### config.mk
export PLATFORM = sky130hd
export DESIGN_NAME = inj_sequencer
export DESIGN_NICKNAME = d
export VERILOG_FILES = /design/src/rtl/inj_chk_pkg.sv /design/src/rtl/inj_sequencer.sv
export SDC_FILE = /design/constraint.sdc
export NUM_CORES = 1
export LEC_CHECK = 0
export ABC_AREA = 1
export BUFFER_PORTS_ARGS = -buffer_cell sky130_fd_sc_hd__buf_2
export CORE_ASPECT_RATIO = 0.6
export CORE_MARGIN = 5
export CORE_UTILIZATION = 50
export DETAILED_ROUTE_END_ITERATION = 6
export GPL_TIMING_DRIVEN = 0
export PLACE_DENSITY = 0.7
export SLEW_MARGIN = 0
export SYNTH_ARGS = -nofsm -noshare
export SYNTH_HDL_FRONTEND = slang
export SYNTH_SLANG_ARGS = --single-unit
### constraint.sdc
create_clock -name clk -period 4.1 [get_ports clk]
set_input_delay 0.82 -clock clk [delete_from_list [all_inputs] [get_ports clk]]
set_output_delay 0.82 -clock clk [all_outputs]
set_load 0.005 [all_outputs]
### src/rtl/inj_chk_pkg.sv
package inj_chk_pkg;

  typedef enum logic [2:0] {
    ST_IDLE   = 3'd0,
    ST_CLEAR  = 3'd1,
    ST_PULSE  = 3'd2,
    ST_GAP    = 3'd3,
    ST_SETTLE = 3'd4,
    ST_CHECK  = 3'd5
  } run_state_e;

  localparam int unsigned MIN_SPACING = 4;

endpackage

### src/rtl/inj_sequencer.sv
module inj_sequencer
  import inj_chk_pkg::*;
#(
  parameter int unsigned CW         = 24,
  parameter int unsigned GW         = 8,
  parameter int unsigned SETTLE_CYC = 16
) (
  input  logic          clk,
  input  logic          rst_n,
  input  logic          start_i,
  input  logic [CW-1:0] pulse_count_i,
  input  logic [GW-1:0] gap_i,
  output logic          clear_o,
  output logic          count_en_o,
  output logic          inject_o,
  output logic          eval_o,
  output logic [CW-1:0] target_o
);

  localparam int unsigned SW = $clog2(SETTLE_CYC + 1) + 1;
  localparam int unsigned TW = (GW > SW) ? GW : SW;
  localparam logic [TW-1:0] SETTLE_LOAD = TW'(SETTLE_CYC - 1);

  run_state_e    st_q, st_n;
  logic [TW-1:0] tmr_q, tmr_n;
  logic [CW-1:0] sent_q, sent_n;
  logic [CW-1:0] tgt_q, tgt_n;
  logic [GW-1:0] gap_q, gap_n;
  logic [GW-1:0] gap_eff;
  logic [CW-1:0] sent_inc;

  always_comb begin
    gap_eff  = (gap_q < GW'(MIN_SPACING)) ? GW'(MIN_SPACING) : gap_q;
    sent_inc = sent_q + 1'b1;
  end

  always_comb begin
    st_n   = st_q;
    tmr_n  = tmr_q;
    sent_n = sent_q;
    tgt_n  = tgt_q;
    gap_n  = gap_q;
    unique case (st_q)
      ST_IDLE: begin
        if (start_i) begin
          tgt_n = pulse_count_i;
          gap_n = gap_i;
          st_n  = ST_CLEAR;
        end
      end
      ST_CLEAR: begin
        sent_n = '0;
        if (tgt_q == '0) begin
          st_n  = ST_SETTLE;
          tmr_n = SETTLE_LOAD;
        end else begin
          st_n = ST_PULSE;
        end
      end
      ST_PULSE: begin
        sent_n = sent_inc;
        if (sent_inc == tgt_q) begin
          st_n  = ST_SETTLE;
          tmr_n = SETTLE_LOAD;
        end else begin
          st_n  = ST_GAP;
          tmr_n = TW'(gap_eff) - TW'(2);
        end
      end
      ST_GAP: begin
        if (tmr_q == '0) st_n = ST_PULSE;
        else             tmr_n = tmr_q - 1'b1;
      end
      ST_SETTLE: begin
        if (tmr_q == '0) st_n = ST_CHECK;
        else             tmr_n = tmr_q - 1'b1;
      end
      ST_CHECK: st_n = ST_IDLE;
      default:  st_n = ST_IDLE;
    endcase
  end

  always_ff @(posedge clk or negedge rst_n) begin
    if (!rst_n) begin
      st_q   <= ST_IDLE;
      tmr_q  <= '0;
      sent_q <= '0;
      tgt_q  <= '0;
      gap_q  <= '0;
    end else begin
      st_q   <= st_n;
      tmr_q  <= tmr_n;
      sent_q <= sent_n;
      tgt_q  <= tgt_n;
      gap_q  <= gap_n;
    end
  end

  always_comb begin
    clear_o    = (st_q == ST_CLEAR);
    inject_o   = (st_q == ST_PULSE);
    count_en_o = (st_q == ST_PULSE) || (st_q == ST_GAP) || (st_q == ST_SETTLE);
    eval_o     = (st_q == ST_CHECK);
    target_o   = tgt_q;
  end

endmodule

==> qor.yml, run 1 <==
logic_synthesis:
  synth_common_cells: "nand2_1 (168), nor2_1 (89), inv_1 (88)"
  synth_nets: 691
  ys_seq_elements: 67
  yosys.area.top_type: "dfrtp_1"
  synthDistinctLibCells: 33
  yosysWarnings: 0
  syn_area_mm2: 0.00447
  netlist_instances: 652
  avgSynthCellArea_um2: 6.85
  synth_ff_type: "dfrtp_1"
  synth_top_area_share_pct: 37.5
  async_flop_share_pct: 100
  synth_edf_count: 0
  yosysSeqAreaShare_pct: 37.5
  ys_top_cells_by_area: "dfrtp_1 (38%), nand2_1 (14%), nand3_1 (9.6%)"
  yosysMostFrequentCell: "nand2_1"
die:
  dieWidth_um: 132
  core-area_mm2: 0.00862
  start_util_pct: 51.8
  die_h_um: 83.2
  pin_count: 63
  dieArea_mm2: 0.0110
  num_rows: 26
global_routing:
  grt_pass1_vias: 4366
  grt_pass1_wl_um: 22600
  gr-total-overflow: 0
  antenna_found_initial: 0
  track_usage_pct: 25.5
  grt_max_degree: 68
sta:
  setup_viol: 0
  maxSlewHeadroom_pct: 41.3
  rsz0062_at_grt: "false"
  fin_ws_ps: 1270
  drv_slew: 0
  fin_crit_sh_pct: 69.0
  fin_hold_ws_ps: 478
  timing.clock.skew_ps: 3.75
  timing.fmax_ghz: 0.353
  fin_crit_ps: 2830
  setup_tns_ps: 0
  finalHoldViolCount: 0
  tightest_slew_ps: 881
worst_setup_path:
  cp_cell_sequence: "nor3_2 -> clkbuf_1 -> buf_2"
  critPathBufInv: 2
  worstPathMaxFanout: 10
  cp-start-kind: "flip-flop"
  worstSetupEndpointType: "primary output"
  critical-path-top-delay-family: "buffers and inverters"
  path_class: "reg2out"
  crit_slowest_cell: "nor3_2"
  cpPeakStageDelay_ps: 530
  arrival_ps: 2010
  cp.required_ps: 3280
pwr:
  power_switching_uw: 1440
  p_seq_share_pct: 33.0
  pwr-share-comb_pct: 42.4
  powerDensity_mw_per_mm2: 638
  peakVddDrop_v: 0.000336
  sw_frac_of_total_pct: 43.0
  p_int_uw: 1900
  p_leak_uw: 0.00261
  p_clk_share_pct: 24.6
place:
  dp.final_hpwl_um: 10800
  placement.io_buffers: 62
  place_ws_ps: 1590
  place.gp.congestion: 0.984
clocking:
  clkLatencyLatePin_ps: 330
  cts.path.max_buffers: 2
  root_buffer: "clkbuf_16"
  clk_pin_slew_ps: 50
  hold_buffers: 0
  cts_sinks: 67
  post_cts_resized: 0
  post_cts_buffers: 0
  htree_levels: 3
  cts_tree: "done"
  cts_made_buffers: 9
outcome:
  outcome: "finished clean"
final_layout:
  fillCellCount: 792
  seqCellArea_mm2: 0.00168
  n_antenna_cell: 0
  drive_gt1_share_pct: 15.5
  multi_input_comb_area_mm2: 0.00241
  areaGrowthSynthToFinish_pct: 17.0
  nets: 764
drt:
  wl_um: 13800
  drt_iter0_markers: 442
  dr.pass1.iters: 7
  vias_per_cell: 5.51
  drc: 0
  wl_per_cell_um: 16.4
  vias: 4633
  ant_nets: 0
job:
  maxCapViolations: 0
min_path:
  holdCritPathClass: "reg2reg"
-- per-stage QoR --
| stage | instances | total power [uW] | cell area [um2] | util, % |
|---|---|---|---|---|
| after floorplan | 652 | 1970 | 4470 | - |
| after CTS | 841 | 3330 | 5230 | 60.7 |
| after global routing | 841 | 3590 | 5230 | 60.7 |
| final | 841 | 3330 | 5230 | 60.7 |
| after global placement | 826 | 2470 | 4920 | 57.1 |
| after detailed placement | 826 | 2500 | 4920 | 57.1 |
-- final cells by class --
class,instances,area share [%]
sequential,67,32.1
clock inverter,5,1.51
inverter,91,6.56
timing repair buffer,62,5.98
multi-input combinational,484,46.1
buffer,10,0.718
tap,112,2.68
clock buffer,10,4.38
-- registers in the layout (all words and copies together) (netlist names) --
| register | flops |
|---|---|
| st_q | 3 |
| gap_q | 8 |
| tmr_q | 8 |
| target_o | 24 |
| sent_q | 24 |
-- power groups by stage --
stage / clock, uW / combinational (uW) / sequential [uW]
6_report: 821 / 1410 / 1100
3_3_place_gp: 0 / 1380 / 1090
5_1_grt: 860 / 1590 / 1140
3_5_place_dp: 0 / 1400 / 1100
4_1_cts: 827 / 1410 / 1100
2_1_floorplan: 0 / 913 / 1060
-- final timing paths --
kind	depth (start not counted)	end	startpoint	slack, ps
setup reg to reg	18	tmr_q[6]$_DFFE_PN0P_	sent_q[0]$_DFFE_PN0P_	1480
hold / removal	2	tmr_q[7]$_DFFE_PN0P_	tmr_q[7]$_DFFE_PN0P_	480
max in group asynchronous	1	target_o[17]$_DFFE_PN0P_	rst_n	2910
hold reg to reg	2	tmr_q[7]$_DFFE_PN0P_	tmr_q[7]$_DFFE_PN0P_	480
min in group asynchronous	1	target_o[8]$_DFFE_PN0P_	rst_n	600
setup / recovery	3	inject_o	st_q[2]$_DFFE_PN0P_	1270
-- kinds of logic (layout without fill, tap and decap cells) --
kind of cell    after synthesis  count (layout)  share of synthesized area [%]
flops                        67              67                           37.5
buf+inv                     101             178                           8.51
xor+xnor                     12              12                           2.35
mux                           9               9                           2.27
fa+ha+maj                     4               4                           1.12
compound gates               67              67                           8.01
simple gates                392             392                           40.2
-- tightest hold or removal path: stages, from the launching register on --
cell     delay, ps
dfrtp_1        340
nand2_1         60
nand2_1         50
-- cells in the final DEF, fill, tap and decap left out, drive strengths merged --
master / netlist / layout
o21ai: 25 / 25
clkbuf: 9 / 19
nor2: 99 / 99
o22ai: 7 / 7
nand2: 175 / 175
xnor2: 4 / 4
xor2: 8 / 8
or2: 3 / 3
nor3: 8 / 8
ha: 4 / 4
a21oi: 31 / 31
dfrtp: 67 / 67
buf: 1 / 63
o211ai: 1 / 1
nand4: 16 / 16
o21bai: 3 / 3
clkinv: 2 / 5
bufinv: 0 / 2
mux2: 9 / 9
nand3: 89 / 89
inv: 89 / 89
nor4: 2 / 2
-- layer usage --
layer,up-vias,track usage [%],part of all wire (%)
li1,2255,-,-
met1,2155,38.8,49
met2,204,35.2,40
met3,19,7.85,10
met4,0,5.32,1.2
met5,-,0,0
No activity file was read; power rests on OpenSTA's default activity.
==> inputs of run 2 (changes only) <==
--- a/config.mk
+++ b/config.mk
@@ -12,7 +12,7 @@
 export CORE_UTILIZATION = 50
 export DETAILED_ROUTE_END_ITERATION = 6
 export GPL_TIMING_DRIVEN = 0
-export PLACE_DENSITY = 0.7
+export PLACE_DENSITY = 0.73
 export SLEW_MARGIN = 0
 export SYNTH_ARGS = -nofsm -noshare
 export SYNTH_HDL_FRONTEND = slang
==> constraint.sdc (replaced) <==
create_clock -name clk -period 2.4 [get_ports clk]
set_input_delay 0.48 -clock clk [delete_from_list [all_inputs] [get_ports clk]]
set_output_delay 0.48 -clock clk [all_outputs]
set_load 0.005 [all_outputs]
==> run 2 against run 1 <==
  * Critical path depth rose by 12
  * Worst setup slack got worse by 1200 ps
  * Sequential power rose by 72%
  * Via count rose by 1.5%
  * Clock-buffer cell count rose by 2
==> qor.yml, run 2 (same netlist as run 1, synthesis figures left out) <==
global_routing:
  track_usage_pct: 25.4
  use_met3_pct: 7.13
  grt_util_met2_pct: 35.0
  gr-total-overflow: 0
  antenna_found_initial: 0
  grt_pass1_vias: 4381
  grt_max_degree: 68
  grt_pass1_wl_um: 22300
  gr-usage-met1_pct: 38.5
  top_usage_layer: "met1"
min_path:
  holdCritPathClass: "in2async"
pwr:
  p_int_uw: 3150
  powerDensity_mw_per_mm2: 1050
  power_switching_uw: 2530
  sw_frac_of_total_pct: 44.5
  p_clk_share_pct: 22.3
  p_seq_share_pct: 33.3
  p_leak_uw: 0.00267
  pwr-share-comb_pct: 44.4
  power.total_uw: 5670
  peakVddDrop_v: 0.000624
clocking:
  cts_sinks: 67
  cts.path.max_buffers: 2
  cts_made_buffers: 9
  hold_buffers: 0
  clkLatencyLatePin_ps: 350
  htree_levels: 3
  cts_tree: "done"
  root_buffer: "clkbuf_16"
  clk_pin_slew_ps: 60
sta:
  timing.clock.skew_ps: 8.31
  tightest_slew_ps: 894
  fin_ws_ps: 82.3
  timing.fmax_ghz: 0.431
  finalHoldViolCount: 0
  fin_crit_ps: 2320
  fin_hold_ws_ps: 248
  maxSlewHeadroom_pct: 40.4
  rsz0062_at_grt: "true"
  setup_viol: 0
  drv_slew: 0
  fin_crit_sh_pct: 96.6
final_layout:
  drive_gt1_share_pct: 21.3
  final_cell_mix: "nand2_1 (163), inv_1 (88), nand3_1 (81)"
  mostFrequentLayoutCell: "nand2_1"
  final_area_mm2: 0.00542
  areaGrowthSynthToFinish_pct: 21.4
  finalNonFillerCells: 853
  n_antenna_cell: 0
  nets: 775
drt:
  vias: 4701
  wl_um: 14100
  wl_per_cell_um: 16.5
  dr.pass1.iters: 6
  drt_iter0_markers: 509
  vias_per_cell: 5.51
  ant_nets: 0
  drc: 0
worst_setup_path:
  worstSetupEndpointType: "flip-flop"
  arrival_ps: 2550
  ff2ff_setup_slack_ps: 80
  worstPathMaxFanout: 6
  path_class: "reg2reg"
  cp-start-kind: "flip-flop"
  cp.required_ps: 2630
job:
  maxCapViolations: 0
die:
  core-area_mm2: 0.00862
  num_rows: 26
  dieArea_mm2: 0.0110
  dieWidth_um: 132
  die_h_um: 83.2
  pin_count: 63
  start_util_pct: 51.8
outcome:
  outcome: "finished clean"
place:
  place_ws_ps: -99.0
  dp.cells: 826
  placement.io_buffers: 62
  place.gp.congestion: 0.987
  dp.final_hpwl_um: 10700
  dpl_cell_area_mm2: 0.00492
[run 2: area by class of cell]
cell class,instances,area (um2)
flip-flops and latches,67,1680
repair buffers,73,408
plain buffers,10,40.0
multi-input cells,484,2530
clock buffers,12,256
fillers,807,3200
inverters,91,343
clock inverters,4,25.0
well taps,112,140
[run 2: repair_timing]
| item | CTS | global route |
|---|---|---|
| setup buffers | 3 | 8 |
| resized for setup | 7 | 30 |
| pin swaps | 3 | 7 |
| setup endpoints to repair | 11 | 12 |
[run 2: metrics by stage]
step,setup TNS [ps],utilization (%)
floorplan,0,-
global route,-9.82,62.9
detailed placement,-527,57.1
finish,0,62.9
global placement,-156,57.1
CTS,0,61.1
[run 2: final timing paths]
kind                                  startpoint                      end  depth (start not counted)
min reg2reg                 tmr_q[7]$_DFFE_PN0P_     tmr_q[7]$_DFFE_PN0P_                          2
max reg2reg                sent_q[5]$_DFFE_PN0P_     tmr_q[5]$_DFFE_PN0P_                         15
min                                        rst_n  target_o[8]$_DFFE_PN0P_                          1
max in group asynchronous                  rst_n   sent_q[10]$_DFFE_PN0P_                          1
min in group clk                        gap_i[0]     gap_q[0]$_DFFE_PN0P_                          2
max                        sent_q[5]$_DFFE_PN0P_     tmr_q[5]$_DFFE_PN0P_                         15
[run 2: power groups by stage]
stage / Sequential [uW] / Clock, uW / Combinational, uW
after floorplan: 1810 / 0 / 1560
after global placement: 1870 / 0 / 2320
after detailed placement: 1880 / 0 / 2380
after CTS: 1870 / 1280 / 2410
after global routing: 1950 / 1330 / 2780
final: 1890 / 1260 / 2520
[run 2: critical path, stage by stage, from the launching register on]
cell,delay (ps)
dfrtp_1,400
nand2_2,130
nor2_4,270
nand2_4,150
nor2_4,190
nand3_1,90
nand3_1,110
nand2_2,110
nor2_2,100
nand2_1,70
nor2_2,180
nand2_2,130
nand3_2,100
nand2_1,70
nand2_1,50
nand2_1,60
[run 2: layer usage]
layer / routed length, um / part of all wire (%)
met1: 6630 / 47
met2: 5800 / 41
met3: 1460 / 10
met4: 196 / 1.4
met5: 0 / 0
==> inputs of run 3 (changes only) <==
--- a/config.mk
+++ b/config.mk
@@ -7,12 +7,14 @@
 export LEC_CHECK = 0
 export ABC_AREA = 1
 export BUFFER_PORTS_ARGS = -buffer_cell sky130_fd_sc_hd__buf_2
+export CELL_PAD_IN_SITES_DETAIL_PLACEMENT = 1
+export CELL_PAD_IN_SITES_GLOBAL_PLACEMENT = 1
 export CORE_ASPECT_RATIO = 0.6
 export CORE_MARGIN = 5
-export CORE_UTILIZATION = 50
+export CORE_UTILIZATION = 37
 export DETAILED_ROUTE_END_ITERATION = 6
 export GPL_TIMING_DRIVEN = 0
-export PLACE_DENSITY = 0.73
+export PLACE_DENSITY = 0.75
 export SLEW_MARGIN = 0
 export SYNTH_ARGS = -nofsm -noshare
 export SYNTH_HDL_FRONTEND = slang
==> run 3 against run 2 <==
  * Cell count rose by 7.0%
  * Routed wire length increased by 24%
  * Power increased by 9.2%
  * Clock-buffer cell count is the same
  * Largest power group unchanged
==> qor.yml, run 3 (same netlist as run 1, synthesis figures left out) <==
outcome:
  outcome: "finished clean"
drt:
  drt_iter0_markers: 310
  drc: 0
  dr.pass1.iters: 5
  vias_per_cell: 5.33
  wl_per_cell_um: 19.1
  vias: 4870
  wl_um: 17500
  ant_nets: 0
pwr:
  powerDensity_mw_per_mm2: 1070
  p_int_uw: 3430
  p_leak_uw: 0.00279
  peakVddDrop_v: 0.000528
  power_switching_uw: 2770
  p_seq_share_pct: 31.0
  pwr-share-comb_pct: 45.4
  p_clk_share_pct: 23.6
  sw_frac_of_total_pct: 44.7
global_routing:
  antenna_found_initial: 0
  track_usage_pct: 24.0
  gr-total-overflow: 0
  grt_pass1_vias: 5128
  grt_max_degree: 35
  grt_pass1_wl_um: 27400
sta:
  fin_crit_sh_pct: 97.4
  drv_slew: 0
  setup_viol: 0
  tightest_slew_ps: 755
  timing.fmax_ghz: 0.428
  rsz0062_at_grt: "true"
  maxSlewHeadroom_pct: 49.7
  fin_crit_ps: 2340
  timing.clock.skew_ps: 8.81
  finalHoldViolCount: 0
final_layout:
  final_area_mm2: 0.00577
  n_antenna_cell: 0
  fillCellCount: 1595
  mostFrequentLayoutCell: "nand2_1"
  areaGrowthSynthToFinish_pct: 29.1
  seqCellArea_mm2: 0.00169
  finalCoreUtilization_pct: 48.3
  nets: 784
  drive_gt1_share_pct: 25.4
  final_cell_mix: "nand2_1 (155), inv_1 (88), nor2_1 (78)"
  multi_input_comb_area_mm2: 0.00268
worst_setup_path:
  worstSetupEndpointType: "flip-flop"
  path_class: "reg2reg"
  cpMostUsedCell: "nand2_1"
  crit_slowest_cell: "dfrtp_1"
  worstPathMaxFanout: 5
  cp.required_ps: 2660
  critPathBufInv: 3
  critical-path-top-delay-family: "simple AND/OR/NAND/NOR gates"
  cp-start-kind: "flip-flop"
  arrival_ps: 2600
  cpPeakStageDelay_ps: 430
  cp_cell_sequence: "buf_4 -> inv_1 -> nor2_8 -> nand2_8 -> clkinvlp_4 -> nand2_1 -> nand3_2 -> nand2_1 -> a21oi_2 -> nand3_1 -> nor2_2 -> nand2_1 -> nor2_2 -> nand3_4 -> a21oi_2"
clocking:
  hold_buffers: 0
  clkLatencyLatePin_ps: 340
  htree_levels: 3
  cts_tree: "done"
  root_buffer: "clkbuf_16"
  cts_made_buffers: 9
  cts_sinks: 67
  clk_pin_slew_ps: 60
  cts.path.max_buffers: 2
place:
  dp.final_hpwl_um: 12900
  place.gp.congestion: 0.926
  placement.io_buffers: 62
  dpl_cell_area_mm2: 0.00501
min_path:
  holdCritPathClass: "in2async"
die:
  die_h_um: 95.1
  num_rows: 31
  pin_count: 63
  dieArea_mm2: 0.0144
  dieWidth_um: 152
  core-area_mm2: 0.0119
  start_util_pct: 37.4
job:
  maxCapViolations: 0
[run 3: cell types whose count changed in the layout (fill, tap and decap cells not counted), moves of 4 or more]
cell and delta:
nand2_1 -8, nand3_1 -8, buf_4 +7, nand3_2 +5
a21oi_1 -4, a21oi_2 +4, nand2_2 +4
[run 3: layer usage]
metal	wire, um	global-route usage (%)
met5	0	0
met3	1020	4.17
met1	8250	34.2
met4	238	5.53
met2	7940	38.5
[run 3: cell type report]
class | instances | share of cell area (%)
plain buffers | 10 | 0.716
clock buffers | 12 | 4.45
clock inverters | 2 | 1.04
inverters | 91 | 6.01
multi-input cells | 484 | 46.5
flip-flops and latches | 67 | 29.2
well taps | 165 | 3.58
repair buffers | 82 | 8.52
[run 3: final timing paths]
check / startpoint / end / slack [ps] / cells past startpoint
min: rst_n / target_o[23]$_DFFE_PN0P_ / 120 / 1
min in group clk: gap_i[3] / gap_q[3]$_DFFE_PN0P_ / 380 / 2
max: sent_q[0]$_DFFE_PN0P_ / tmr_q[3]$_DFFE_PN0P_ / 60 / 15
min reg2reg: tmr_q[7]$_DFFE_PN0P_ / tmr_q[7]$_DFFE_PN0P_ / 480 / 2
max in group asynchronous: rst_n / sent_q[2]$_DFFE_PN0P_ / 1700 / 2
max reg2reg: sent_q[0]$_DFFE_PN0P_ / tmr_q[3]$_DFFE_PN0P_ / 60 / 15
[run 3: what timing repair did]
action | CTS | global route
pin swaps | 5 | 24
setup endpoints to repair | 12 | 34
setup buffers | 13 | 6
gates cloned | 0 | 0
resized for setup | 10 | 66
[run 3: power groups by stage]
stage	registers, uW	clock network [uW]	logic (uW)
floorplan	1810	0	1560
global placement	1880	0	2400
detailed placement	1910	0	2510
CTS	1890	1470	2630
global route	1970	1510	3120
finish	1920	1460	2820
[run 3: metrics by stage]
step                TNS [ps]  std cells  total power, uW  worst slack [ps]  hold WS [ps]
floorplan                  0        652             3370               462           184
CTS                        0        907             5990              3.34           128
global placement        -968        879             4280              -195           465
finish                     0        913             6200              63.6           118
global route            -725        913             6610              -101           143
detailed placement     -1660        880             4430              -240           465
